--- src/rtl/ltx_pkg.sv ---
package ltx_pkg;

  localparam int unsigned StateW = 5;

  typedef enum logic [StateW-1:0] {
    ST_RST     = 5'h00,
    ST_IDLE    = 5'h03,
    ST_CLKSW   = 5'h05,
    ST_CNTINC  = 5'h06,
    ST_CNTPRG  = 5'h09,
    ST_LEGAL   = 5'h0A,
    ST_HASH    = 5'h0C,
    ST_ERASE   = 5'h0F,
    ST_TOK0    = 5'h11,
    ST_TOK1    = 5'h12,
    ST_PROG    = 5'h14,
    ST_POST    = 5'h17,
    ST_SCRAP   = 5'h18,
    ST_ESC     = 5'h1B,
    ST_INVALID = 5'h1D
  } ltx_state_e;

  localparam int unsigned NumStrobes = 6;

endpackage

--- src/rtl/ltx_next_state.sv ---
module ltx_next_state
  import ltx_pkg::*;
(
  input  ltx_state_e state_i,
  input  logic       esc_i,
  input  logic       xfer_req_i,
  input  logic       xfer_rma_i,
  input  logic       scrap_req_i,
  input  logic       cnt_full_i,
  input  logic       cnt_err_i,
  input  logic       cnt_done_i,
  input  logic       cnt_fail_i,
  input  logic       legal_i,
  input  logic       hash_done_i,
  input  logic       hash_fail_i,
  input  logic       erase_done_i,
  input  logic       tok0_ok_i,
  input  logic       tok1_ok_i,
  input  logic       prog_done_i,
  input  logic       prog_fail_i,
  output ltx_state_e nxt_o,
  output logic       post_ok_o
);

  always_comb begin
    nxt_o = state_i;
    if (esc_i) begin
      nxt_o = ST_ESC;
    end else begin
      case (state_i)
        ST_RST:    nxt_o = ST_IDLE;
        ST_IDLE: begin
          if (scrap_req_i)     nxt_o = ST_SCRAP;
          else if (xfer_req_i) nxt_o = ST_CLKSW;
          else                 nxt_o = ST_IDLE;
        end
        ST_CLKSW:  nxt_o = ST_CNTINC;
        ST_CNTINC: nxt_o = (cnt_full_i || cnt_err_i) ? ST_POST : ST_CNTPRG;
        ST_CNTPRG: begin
          if (cnt_done_i) nxt_o = cnt_fail_i ? ST_POST : ST_LEGAL;
        end
        ST_LEGAL:  nxt_o = legal_i ? ST_HASH : ST_POST;
        ST_HASH: begin
          if (hash_done_i) begin
            if (hash_fail_i)     nxt_o = ST_POST;
            else if (xfer_rma_i) nxt_o = ST_ERASE;
            else                 nxt_o = ST_TOK0;
          end
        end
        ST_ERASE: begin
          if (erase_done_i) nxt_o = ST_TOK0;
        end
        ST_TOK0:   nxt_o = tok0_ok_i ? ST_TOK1 : ST_POST;
        ST_TOK1:   nxt_o = tok1_ok_i ? ST_PROG : ST_POST;
        ST_PROG: begin
          if (prog_done_i) nxt_o = ST_POST;
        end
        ST_POST:    nxt_o = ST_POST;
        ST_SCRAP:   nxt_o = ST_SCRAP;
        ST_ESC:     nxt_o = ST_ESC;
        ST_INVALID: nxt_o = ST_INVALID;
        default:    nxt_o = ST_INVALID;
      endcase
    end
  end

  assign post_ok_o = (state_i == ST_PROG) && prog_done_i && !prog_fail_i && !esc_i;

endmodule

--- src/rtl/ltx_strobes.sv ---
module ltx_strobes
  import ltx_pkg::*;
(
  input  logic       clk_i,
  input  logic       rst_ni,
  input  ltx_state_e state_i,
  output logic       clk_sw_o,
  output logic       cnt_inc_o,
  output logic       cnt_prog_o,
  output logic       hash_req_o,
  output logic       erase_req_o,
  output logic       prog_req_o
);

  localparam ltx_state_e StrobeSt [NumStrobes] = '{
    ST_CLKSW, ST_CNTINC, ST_CNTPRG, ST_HASH, ST_ERASE, ST_PROG
  };

  logic [NumStrobes-1:0] strb;

  for (genvar g = 0; g < NumStrobes; g++) begin : g_strb
    assign strb[g] = (state_i == StrobeSt[g]);
  end

  assign clk_sw_o    = strb[0];
  assign cnt_inc_o   = strb[1];
  assign cnt_prog_o  = strb[2];
  assign hash_req_o  = strb[3];
  assign erase_req_o = strb[4];
  assign prog_req_o  = strb[5];

  // at most one agent is addressed at a time
  assert_one_agent_R8: assert property (@(posedge clk_i) disable iff (!rst_ni)
    $onehot0({clk_sw_o, cnt_inc_o, cnt_prog_o, hash_req_o, erase_req_o, prog_req_o}));

endmodule

--- src/rtl/ltx_resp.sv ---
module ltx_resp
  import ltx_pkg::*;
(
  input  logic       clk_i,
  input  logic       rst_ni,
  input  ltx_state_e state_i,
  input  ltx_state_e nxt_i,
  input  logic       post_ok_i,
  output logic       xfer_ack_o,
  output logic       xfer_err_o
);

  logic err_q;
  logic err_en;

  assign err_en = (nxt_i == ST_POST) && (state_i != ST_POST);

  always_ff @(posedge clk_i or negedge rst_ni) begin
    if (!rst_ni) begin
      err_q <= 1'b0;
    end else if (err_en) begin
      err_q <= !post_ok_i;
    end
  end

  assign xfer_ack_o = (state_i == ST_POST);
  assign xfer_err_o = xfer_ack_o && err_q;

  assert_fail_flagged_R7: assert property (@(posedge clk_i) disable iff (!rst_ni)
    (err_en && !post_ok_i) |=> (xfer_ack_o && xfer_err_o));

  assert_ok_clean_R7: assert property (@(posedge clk_i) disable iff (!rst_ni)
    (err_en && post_ok_i) |=> (xfer_ack_o && !xfer_err_o));

endmodule

--- src/rtl/ltx_seq.sv ---
module ltx_seq
  import ltx_pkg::*;
(
  input  logic              clk_i,
  input  logic              rst_ni,
  input  logic              xfer_req_i,
  input  logic              xfer_rma_i,
  input  logic              scrap_req_i,
  input  logic              esc0_i,
  input  logic              esc1_i,
  input  logic              cnt_full_i,
  input  logic              cnt_err_i,
  input  logic              cnt_done_i,
  input  logic              cnt_fail_i,
  input  logic              legal_i,
  input  logic              hash_done_i,
  input  logic              hash_fail_i,
  input  logic              erase_done_i,
  input  logic              tok0_ok_i,
  input  logic              tok1_ok_i,
  input  logic              prog_done_i,
  input  logic              prog_fail_i,
  output logic              clk_sw_o,
  output logic              cnt_inc_o,
  output logic              cnt_prog_o,
  output logic              hash_req_o,
  output logic              erase_req_o,
  output logic              prog_req_o,
  output logic              xfer_ack_o,
  output logic              xfer_err_o,
  output logic [StateW-1:0] state_o
);

  ltx_state_e state_q;
  ltx_state_e state_d;
  logic       esc;
  logic       post_ok;

  assign esc = esc0_i || esc1_i;

  ltx_next_state u_next (
    .state_i      (state_q),
    .esc_i        (esc),
    .xfer_req_i   (xfer_req_i),
    .xfer_rma_i   (xfer_rma_i),
    .scrap_req_i  (scrap_req_i),
    .cnt_full_i   (cnt_full_i),
    .cnt_err_i    (cnt_err_i),
    .cnt_done_i   (cnt_done_i),
    .cnt_fail_i   (cnt_fail_i),
    .legal_i      (legal_i),
    .hash_done_i  (hash_done_i),
    .hash_fail_i  (hash_fail_i),
    .erase_done_i (erase_done_i),
    .tok0_ok_i    (tok0_ok_i),
    .tok1_ok_i    (tok1_ok_i),
    .prog_done_i  (prog_done_i),
    .prog_fail_i  (prog_fail_i),
    .nxt_o        (state_d),
    .post_ok_o    (post_ok)
  );

  always_ff @(posedge clk_i or negedge rst_ni) begin
    if (!rst_ni) begin
      state_q <= ST_RST;
    end else begin
      state_q <= state_d;
    end
  end

  ltx_strobes u_strobes (
    .clk_i       (clk_i),
    .rst_ni      (rst_ni),
    .state_i     (state_q),
    .clk_sw_o    (clk_sw_o),
    .cnt_inc_o   (cnt_inc_o),
    .cnt_prog_o  (cnt_prog_o),
    .hash_req_o  (hash_req_o),
    .erase_req_o (erase_req_o),
    .prog_req_o  (prog_req_o)
  );

  ltx_resp u_resp (
    .clk_i      (clk_i),
    .rst_ni     (rst_ni),
    .state_i    (state_q),
    .nxt_i      (state_d),
    .post_ok_i  (post_ok),
    .xfer_ack_o (xfer_ack_o),
    .xfer_err_o (xfer_err_o)
  );

  assign state_o = state_q;

  assert_rst_to_idle_R1: assert property (@(posedge clk_i) disable iff (!rst_ni)
    (state_q == ST_RST && !esc) |=> (state_q == ST_IDLE));

  assert_clksw_step_R2: assert property (@(posedge clk_i) disable iff (!rst_ni)
    (state_q == ST_CLKSW && !esc) |=> (state_q == ST_CNTINC));

  assert_cnt_exhaust_R3: assert property (@(posedge clk_i) disable iff (!rst_ni)
    (state_q == ST_CNTINC && !esc && (cnt_full_i || cnt_err_i)) |=> (state_q == ST_POST));

  assert_wait_cnt_done_R4: assert property (@(posedge clk_i) disable iff (!rst_ni)
    (state_q == ST_CNTPRG && !esc && !cnt_done_i) |=> (state_q == ST_CNTPRG));

  assert_wait_prog_done_R4: assert property (@(posedge clk_i) disable iff (!rst_ni)
    (state_q == ST_PROG && !esc && !prog_done_i) |=> (state_q == ST_PROG));

  assert_illegal_stop_R5: assert property (@(posedge clk_i) disable iff (!rst_ni)
    (state_q == ST_LEGAL && !esc && !legal_i) |=> (state_q == ST_POST));

  assert_tok0_moves_R6: assert property (@(posedge clk_i) disable iff (!rst_ni)
    (state_q == ST_TOK0) |=> (state_q != ST_TOK0));

  assert_tok1_moves_R6: assert property (@(posedge clk_i) disable iff (!rst_ni)
    (state_q == ST_TOK1) |=> (state_q != ST_TOK1));

  assert_terminal_hold_R9: assert property (@(posedge clk_i) disable iff (!rst_ni)
    ((state_q == ST_POST || state_q == ST_SCRAP) && !esc) |=> $stable(state_q));

  assert_esc_wins_R10: assert property (@(posedge clk_i) disable iff (!rst_ni)
    esc |=> (state_q == ST_ESC));

  assert_esc_sticky_R10: assert property (@(posedge clk_i) disable iff (!rst_ni)
    (state_q == ST_ESC) |=> (state_q == ST_ESC));

endmodule

--- config.mk ---
export PLATFORM = sky130hd
export DESIGN_NAME = ltx_seq
export DESIGN_NICKNAME = d
export VERILOG_FILES = /design/src/rtl/ltx_pkg.sv /design/src/rtl/ltx_next_state.sv /design/src/rtl/ltx_strobes.sv /design/src/rtl/ltx_resp.sv /design/src/rtl/ltx_seq.sv
export SDC_FILE = /design/constraint.sdc
export NUM_CORES = 1
export LEC_CHECK = 0
export CAP_MARGIN = 5
export CORE_ASPECT_RATIO = 1.5
export CORE_MARGIN = 3
export CORE_UTILIZATION = 40
export DETAILED_ROUTE_END_ITERATION = 8
export GPL_ROUTABILITY_DRIVEN = 0
export HOLD_SLACK_MARGIN = 0.1
export PLACE_DENSITY = 0.73
export SYNTH_ARGS = -nofsm -noshare
export SYNTH_HDL_FRONTEND = slang
export SYNTH_SLANG_ARGS = --single-unit
--- constraint.sdc ---
create_clock -name clk_i -period 1.7 [get_ports clk_i]
set_input_delay 0.17 -clock clk_i [delete_from_list [all_inputs] [get_ports clk_i]]
set_output_delay 0.17 -clock clk_i [all_outputs]
set_load 0.005 [all_outputs]
==> flow_metrics.env, run 1 <==
export IMPL_peakVddDrop_mv=0.8696
export IMPL_endpoint_kind="flop"
export IMPL_r2r_end="u_resp.err_q"
export IMPL_setup_violations=8
export IMPL_cts_root_buf="clkbuf_4"
export IMPL_swShare_pct=45.59
export IMPL_initialDrtViolationCount=115
export IMPL_min_period_ns=1.966
export IMPL_cts_buffers=3
export IMPL_netlist_top_cells_count="nor2_1 (12), nand2_1 (7)"
export IMPL_boundaryPins=32
export IMPL_post_drt_wl_per_cell_um=22.65
export IMPL_hold_viol=0
export IMPL_synth_seq_cells=6
export IMPL_ys_flop_type="dfrtp_1"
export IMPL_start_kind="flop"
export IMPL_grt_overflow_total=0
export IMPL_power_mw=2.861
export IMPL_final_setup_tns_ns=-0.9061
export IMPL_die_h_um=66.07
export IMPL_synth_seq_area_share_pct=15.60
export IMPL_yosys_area_top_type="dfrtp_1"
export IMPL_power_frac_comb_pct=85.3
export IMPL_p_switching_mw=1.304
export IMPL_first_pass_iters=5
export IMPL_layout_setup_ws_ns=-0.2659
export IMPL_synth_nets=144
export IMPL_regToRegSetupSlack_ns=-0.27
export IMPL_die_w_um=46.05
export IMPL_htreeDepth=1
export IMPL_syn_cell_area_um2=962.2
export IMPL_die_area_um2=3042
export IMPL_required_ns=1.85
export IMPL_start_util_pct=42.58
export IMPL_cts_sinks=6
export IMPL_nFillCells=111
export IMPL_grt_setup_unrepaired="yes"
export IMPL_core_area_um2=2260
export IMPL_cts_buffer_depth=2
export IMPL_drive_above_1_share_pct=47.76
export IMPL_holdWs_ns=0.1701
export IMPL_cp_startpoint="state_o[3]"
export IMPL_finalClockSkew_ns=0.01128
export IMPL_relSlewSlack_pct=64.22
export IMPL_core_rowCount=21
export IMPL_diodes=0
export IMPL_syn_avg_cell_area_um2=7.697
export IMPL_via_per_inst=6.442
export IMPL_r2r_start="state_o[3]"
export IMPL_p_int_mw=1.557
export IMPL_synthMostInstantiatedCell="nor2_1"
export IMPL_p_leak_nw=0.8685
export IMPL_hpwl_mm=2.805
export IMPL_drc=0
export IMPL_tritoncts="built"
export IMPL_fin_util_pct=86.27
export IMPL_path_clk_slew_ns=0.05
export IMPL_route_vias_total=1443
export IMPL_synth_edff_count=0
export IMPL_grt_pass1_vias=1368
export IMPL_yosys_warnings=0
export IMPL_maxCapViolCount=0
export IMPL_period_share_pct=115.6
export IMPL_path_max_fanout=12
export IMPL_cts_hold_buf=0
export IMPL_pwr_share_seq_pct=10.1
export IMPL_grt_max_degree=15
export IMPL_synthTopCellsByArea="dfrtp_1 (16%), nor2_1 (4.7%), and3b_1 (4.6%), nand2b_1 (3.3%), nor3_1 (3.1%)"
export IMPL_arrival_ns=2.11
export IMPL_path_class="flop to flop"
export IMPL_area_delta_synth_final_pct=102.6
export IMPL_tightest_slew_ns=0.5334
export IMPL_syn_inst=125
export IMPL_power_density_nw_per_um2=1468
export IMPL_outcome="finished, violations left"
export IMPL_io_buffers=31
export IMPL_clk_latency_ns=0.25
export IMPL_clockPowerShare_pct=4.6
export IMPL_placedCellCount=203
export IMPL_finalMaxSlewViolations=0
export IMPL_ys_async_sr_fraction_pct=100.0
export IMPL_synth_cell_types=46
export IMPL_finalNonFillerCells=224
export IMPL_grt_usage_pct=30.72
export IMPL_ant_nets=0
export IMPL_violations="negative setup slack"
export IMPL_fin_nets=222
export IMPL_antenna_found_initial=0
export IMPL_synth_top_area_share_pct=15.60
export IMPL_grt_pass1_wl_mm=6.713
export IMPL_hold_path_class="input port to async pin"
export IMPL_ff2ff_path_depth=6
export IMPL_wirelength_mm=5.074
export IMPL_fmax_mhz=508.7
-- flip-flops by register name, summed over array words and instances, names as in the netlist --
signal,flops
u_resp.err_q,1
state_o,5
-- cells by family after synthesis --
group                     Yosys count  synth area share (%)
xor gates and xnor gates            5                 8.714
buffers and inverters              15                 9.102
and+or+nand+nor                    66                 40.31
DFF                                 6                 15.60
muxes                               1                 1.040
AOI/OAI and AO/OA                  32                 25.23
-- how the worst max path moves through the flow --
stage	endpoint
floorplan	u_resp.err_q
global route	u_resp.err_q
CTS	erase_req_o
detailed placement	u_resp.err_q
finish	u_resp.err_q
global placement	u_resp.err_q
-- repair_timing --
item	4_1_cts	5_1_grt
pin swaps	7	16
endpoints found under the setup margin	15	12
gates resized for setup	36	33
buffers inserted	13	5
-- cell usage in the layout (no fill, tap or decap), types with 2 or more instances in the layout --
master,n
a211oi_2,3
dlygate4sd2_1,4
a21oi_1,4
inv_1,6
or3_1,4
buf_4,40
o21ai_0,3
dfrtp_2,4
a22o_1,2
nand2_1,6
nor2_1,10
o211ai_1,2
nor3_2,4
and3b_2,2
and2_1,2
dlymetal6s2s_1,2
o21ai_1,3
buf_6,6
nand3b_1,4
clkdlybuf4s50_1,22
and3b_1,3
nor4_4,2
buf_12,6
dfrtp_1,2
a311oi_2,2
nor2b_1,4
nand2b_1,4
clkbuf_4,3
o41ai_2,2
nor3_1,2
-- power by group through the flow --
stage          logic (mW)  registers, mW  clock network, mW
4_1_cts              1.96          0.280              0.139
3_5_place_dp         1.51          0.298                  0
2_1_floorplan       0.957          0.241                  0
3_3_place_gp         1.48          0.292                  0
6_report             2.44          0.290              0.131
5_1_grt              2.53          0.289              0.143
-- worst max-delay path: stages (launching register included) --
cell,delay [ns]
dfrtp_1,0.40
buf_12,0.16
buf_4,0.14
nand2b_1,0.21
a211oi_1,0.49
nor4b_4,0.12
o41ai_2,0.35
-- layer usage --
layer / up-vias / routed length [um] / global-route usage (%)
met5: - / 0 / 0
met4: 0 / 320 / 16.73
met3: 43 / 461 / 4.360
met2: 132 / 2604 / 52.93
met1: 652 / 1688 / 34.22
li1: 616 / - / -
-- per-stage QoR --
step                      setup WS, ns  instance area [um^2]
final                          -0.2659                  1949
after global routing           -0.4356                  1949
after CTS                      -0.2190                  1793
after detailed placement       -0.2732                  1510
after global placement         -0.1996                  1510
after floorplan               0.009169                 979.7
-- area by class of cell --
| class | instances | area, um^2 | area share [%] |
|---|---|---|---|
| clock buffer | 3 | 22.52 | 1.155 |
| inverter | 6 | 22.52 | 1.155 |
| multi-input combinational | 104 | 942.2 | 48.33 |
| sequential | 6 | 155.1 | 7.959 |
| tap | 23 | 28.78 | 1.476 |
| timing repair buffer | 82 | 778.2 | 39.92 |
No activity file was read; power rests on OpenSTA's default activity.
==> run 2, diff against run 1 <==
Settings changed: CTS_BUF_LIST set to sky130_fd_sc_hd__clkbuf_16.
==> flow_metrics.env, run 2 (synthesized netlist as in run 1, its figures left out) <==
export IMPL_drive_above_1_share_pct=43.81
export IMPL_relSlewSlack_pct=69.10
export IMPL_antenna_found_initial=0
export IMPL_boundaryPins=32
export IMPL_tritoncts="built"
export IMPL_grt_overflow_total=0
export IMPL_nFillCells=119
export IMPL_cts_buffers=3
export IMPL_grt_usage_pct=29.32
export IMPL_hpwl_mm=2.805
export IMPL_cts_sinks=6
export IMPL_hold_viol=0
export IMPL_period_share_pct=114.9
export IMPL_fin_util_pct=83.83
export IMPL_finalClockSkew_ns=0.009997
export IMPL_tightest_slew_ns=0.4607
export IMPL_via_per_inst=6.396
export IMPL_start_kind="flop"
export IMPL_path_clk_slew_ns=0.04
export IMPL_core_rowCount=21
export IMPL_initialDrtViolationCount=93
export IMPL_route_vias_total=1388
export IMPL_global_route_usage_met2_pct=47.76
export IMPL_clk_latency_ns=0.23
export IMPL_io_buffers=31
export IMPL_die_h_um=66.07
export IMPL_violations="negative setup slack"
export IMPL_crit_chain="buf_6, buf_6, xnor3_1, nor2_1, a211oi_2, nand4_1, o41ai_2"
export IMPL_outcome="finished, violations left"
export IMPL_grt_pass1_vias=1342
export IMPL_arrival_ns=2.08
export IMPL_fin_nets=215
export IMPL_hold_path_class="input port to async pin"
export IMPL_grt_busiest_layer="met2"
export IMPL_diodes=0
export IMPL_area_delta_synth_final_pct=96.88
export IMPL_first_pass_iters=4
export IMPL_final_cell_mix="buf_4 (31), clkdlybuf4s50_1 (23), buf_6 (11)"
export IMPL_core_area_um2=2260
export IMPL_final_setup_tns_ns=-0.7637
export IMPL_cts_buffer_depth=2
export IMPL_use_met3_pct=6.267
export IMPL_layout_setup_ws_ns=-0.2526
export IMPL_peakVddDrop_mv=1.589
export IMPL_path_class="flop to flop"
export IMPL_grt_setup_unrepaired="yes"
export IMPL_largest_reg_flops=5
export IMPL_cpMaxStageDelayCell="xnor3_1"
export IMPL_cts_root_buf="clkbuf_16"
export IMPL_p_leak_nw=0.8145
export IMPL_use_met1_pct=33.50
export IMPL_finalMaxSlewViolations=0
export IMPL_die_w_um=46.05
export IMPL_wirelength_mm=4.602
export IMPL_setup_violations=6
export IMPL_fmax_mhz=512.1
export IMPL_preCtsSetupSlack_ns=-0.2732
export IMPL_crit_family="compound AO/OA/AOI/OAI gates"
export IMPL_required_ns=1.83
export IMPL_post_drt_wl_per_cell_um=21.21
export IMPL_max_stage_delay_ns=0.43
export IMPL_layout_commonest_cell="buf_4"
export IMPL_power_density_nw_per_um2=1497
export IMPL_grt_pass1_wl_mm=6.479
export IMPL_holdWs_ns=0.2048
export IMPL_crit_buf_inv=2
export IMPL_die_area_um2=3042
export IMPL_ant_nets=0
export IMPL_crit_top_cell="buf_6"
export IMPL_path_max_fanout=6
export IMPL_htreeDepth=1
export IMPL_endpoint_kind="flop"
export IMPL_maxCapViolCount=0
export IMPL_drc=0
export IMPL_grt_max_degree=19
export IMPL_start_util_pct=42.58
export IMPL_min_period_ns=1.953
export IMPL_power_mw=2.836
==> run 2: cell count changes in the layout (fill, tap and decap cells not counted), moves of 2 or more <==
cell / delta
buf_4: -9
buf_6: +5
buf_12: -4
clkbuf_16: +3
clkbuf_4: -3
dlygate4sd2_1: +2
dlymetal6s2s_1: -2
==> run 2: path summary, 6_finish.rpt <==
path / slack, ns / endpoint / startpoint / cells after the start
setup / recovery: -0.25 / u_resp.err_q / state_o[0] / 7
hold / removal: 0.20 / u_resp.err_q / rst_ni / 1
setup reg to reg: -0.25 / u_resp.err_q / state_o[0] / 7
hold reg to reg: 0.59 / u_resp.err_q / u_resp.err_q / 2
max in group asynchronous: 1.22 / state_o[4] / rst_ni / 1
min in group clk_i: 0.59 / u_resp.err_q / u_resp.err_q / 2
==> run 2: through the flow <==
stage          cell area (um^2)  cells
2_1_floorplan             979.7    125
3_3_place_gp               1510    203
3_5_place_dp               1510    203
4_1_cts                    1783    216
5_1_grt                    1894    217
6_report                   1894    217
==> run 2: where the power goes <==
part,switching [mW],internal [mW],leakage (nW)
clock,0.0838,0.303,0.0370
sequential,0.0714,0.200,0.0576
combinational,1.05,1.13,0.720
total,1.20,1.63,0.814
==> run 2: final cells by class <==
type | count | area [um^2] | share of cell area [%]
inverters | 6 | 22.52 | 1.189
multi-input cells | 104 | 918.4 | 48.48
well taps | 23 | 28.78 | 1.519
clock buffers | 3 | 75.07 | 3.963
flip-flops and latches | 6 | 155.1 | 8.190
repair buffers | 75 | 694.4 | 36.66
==> run 2: metal layers <==
metal | part of all wire (%) | vias to the layer above
li1 | - | 603
met1 | 35 | 658
met2 | 52 | 99
met3 | 7.2 | 28
met4 | 5.2 | 0
met5 | 0 | -
==> run 2: worst reg2reg max path: cells and delay by family (launching register included) <==
kind | cells | cell delay, ns
DFF | 1 | 0.41
xor gates and xnor gates | 1 | 0.43
buffers and inverters | 2 | 0.27
and+or+nand+nor | 2 | 0.27
AOI/OAI and AO/OA | 2 | 0.47
==> run 2: timing repair <==
action / CTS / global route
hold buffers: 0 / 0
pin swaps: 8 / 8
endpoints found under the setup margin: 15 / 9
gates cloned: 0 / 0
resized for setup: 38 / 23
buffers inserted: 10 / 3
==> run 3, diff against run 2 <==
Settings changed: CELL_PAD_IN_SITES_DETAIL_PLACEMENT set to 2, CELL_PAD_IN_SITES_GLOBAL_PLACEMENT set to 2, CORE_UTILIZATION 40 to 22.
==> flow_metrics.env, run 3 (synthesized netlist as in run 1, its figures left out) <==
export IMPL_outcome="finished, violations left"
export IMPL_violations="negative setup slack"
export IMPL_cts_buffer_depth=2
export IMPL_cpMaxStageDelayCell="dfrtp_1"
export IMPL_layout_commonest_cell="buf_4"
export IMPL_cts_sinks=6
export IMPL_post_drt_wl_per_cell_um=30.36
export IMPL_grt_setup_unrepaired="yes"
export IMPL_peakVddDrop_mv=1.663
export IMPL_power_mw=3.847
export IMPL_finalNonFillerCells=273
export IMPL_largest_reg_flops=5
export IMPL_crit_family="simple AND/OR/NAND/NOR gates"
export IMPL_grt_overflow_total=0
export IMPL_htreeDepth=1
export IMPL_drc=0
export IMPL_finalMaxSlewViolations=0
export IMPL_fin_nets=249
export IMPL_power_density_nw_per_um2=1666
export IMPL_period_share_pct=124.7
export IMPL_min_period_ns=2.119
export IMPL_grt_pass1_wl_mm=10.75
export IMPL_finalClockSkew_ns=0.003198
export IMPL_hold_path_class="input port to async pin"
export IMPL_die_area_um2=5219
export IMPL_ff2ff_path_depth=8
export IMPL_crit_buf_inv=3
export IMPL_arrival_ns=2.24
export IMPL_p_leak_nw=1.031
export IMPL_die_w_um=60.00
export IMPL_final_cell_mix="buf_4 (62), clkdlybuf4s50_1 (23), buf_6 (14)"
export IMPL_first_pass_iters=4
export IMPL_cts_root_buf="clkbuf_16"
export IMPL_layout_setup_ws_ns=-0.4192
export IMPL_clk_latency_ns=0.25
export IMPL_hpwl_mm=4.151
export IMPL_core_area_um2=4064
export IMPL_area_delta_synth_final_pct=139.9
export IMPL_path_max_fanout=9
export IMPL_cp_num_cells=8
export IMPL_max_stage_delay_ns=0.39
export IMPL_setup_violations=10
export IMPL_start_util_pct=23.68
export IMPL_core_rowCount=28
export IMPL_diodes=0
export IMPL_io_buffers=31
export IMPL_maxCapViolCount=0
export IMPL_path_clk_slew_ns=0.05
export IMPL_route_vias_total=1545
export IMPL_antenna_found_initial=0
export IMPL_via_per_inst=5.659
export IMPL_start_kind="flop"
export IMPL_tightest_slew_ns=0.5813
export IMPL_grt_usage_pct=29.51
export IMPL_grt_max_degree=16
export IMPL_grt_pass1_vias=1710
export IMPL_initialDrtViolationCount=88
export IMPL_ant_nets=0
export IMPL_crit_chain="buf_12, buf_8, and3b_2, a22oi_2, o31ai_4, buf_4, nor4_4, nand2_1"
export IMPL_fmax_mhz=471.9
export IMPL_required_ns=1.82
export IMPL_placedCellCount=243
export IMPL_boundaryPins=32
export IMPL_tritoncts="built"
export IMPL_path_class="flop to flop"
export IMPL_holdWs_ns=0.2146
export IMPL_relSlewSlack_pct=61.11
export IMPL_wirelength_mm=8.289
export IMPL_endpoint_kind="flop"
export IMPL_drive_above_1_share_pct=58.77
export IMPL_die_h_um=87.00
export IMPL_preCtsSetupSlack_ns=-0.3892
export IMPL_hold_viol=0
export IMPL_cts_buffers=3
[run 3: area by class of cell]
| class | count | area (um^2) |
|---|---|---|
| tap | 45 | 56.30 |
| timing repair buffer | 109 | 968.4 |
| multi-input combinational | 104 | 1030 |
| sequential | 6 | 153.9 |
| inverter | 6 | 25.02 |
| fill | 403 | 1755 |
| clock buffer | 3 | 75.07 |
[run 3: metal layers]
metal | wire length [um] | track usage [%] | part of all wire [%] | vias to the layer above
li1 | - | - | - | 672
met1 | 3227 | 35.16 | 39 | 768
met2 | 4189 | 50.98 | 51 | 74
met3 | 378 | 4.896 | 4.6 | 31
met4 | 493 | 11.69 | 5.9 | 0
met5 | 0 | 0 | 0 | -
[run 3: power breakdown]
part           leakage (nW)  internal [mW]  switching [mW]
Combinational         0.936           1.60            1.53
Sequential           0.0580          0.198          0.0769
Clock                0.0370          0.308           0.139
Total                  1.03           2.11            1.74
[run 3: timing repair]
| item | 4_1_cts | 5_1_grt |
|---|---|---|
| pin swaps | 11 | 15 |
| endpoints found under the setup margin | 14 | 11 |
| gates resized for setup | 59 | 45 |
| setup buffers | 17 | 12 |
| hold buffers | 0 | 0 |
[run 3: path summary, 6_finish.rpt]
kind,start,endpoint,slack (ns)
worst max-delay path,state_o[3],state_o[4],-0.42
max in group asynchronous,rst_ni,state_o[4],1.18
worst min register to register,u_resp.err_q,u_resp.err_q,0.68
min in group clk_i,u_resp.err_q,u_resp.err_q,0.68
worst min-delay path,rst_ni,u_resp.err_q,0.21
worst max register to register,state_o[3],state_o[4],-0.42
[run 3: through the flow]
step / setup TNS [ns] / cell area, um^2 / utilization (%)
final: -2.419 / 2308 / 56.80
after global routing: -3.056 / 2308 / 56.80
after CTS: -1.323 / 2029 / 49.94
after detailed placement: -2.501 / 1673 / 41.16
after global placement: -1.704 / 1673 / 41.16
after floorplan: 0 / 979.7 / -
[run 3: worst reg2reg max path: stages, from the launching register on]
cell     delay (ns)
dfrtp_1        0.39
buf_12         0.16
buf_8          0.13
and3b_2        0.25
a22oi_2        0.34
o31ai_4        0.16
buf_4          0.17
nor4_4         0.28
nand2_1        0.11
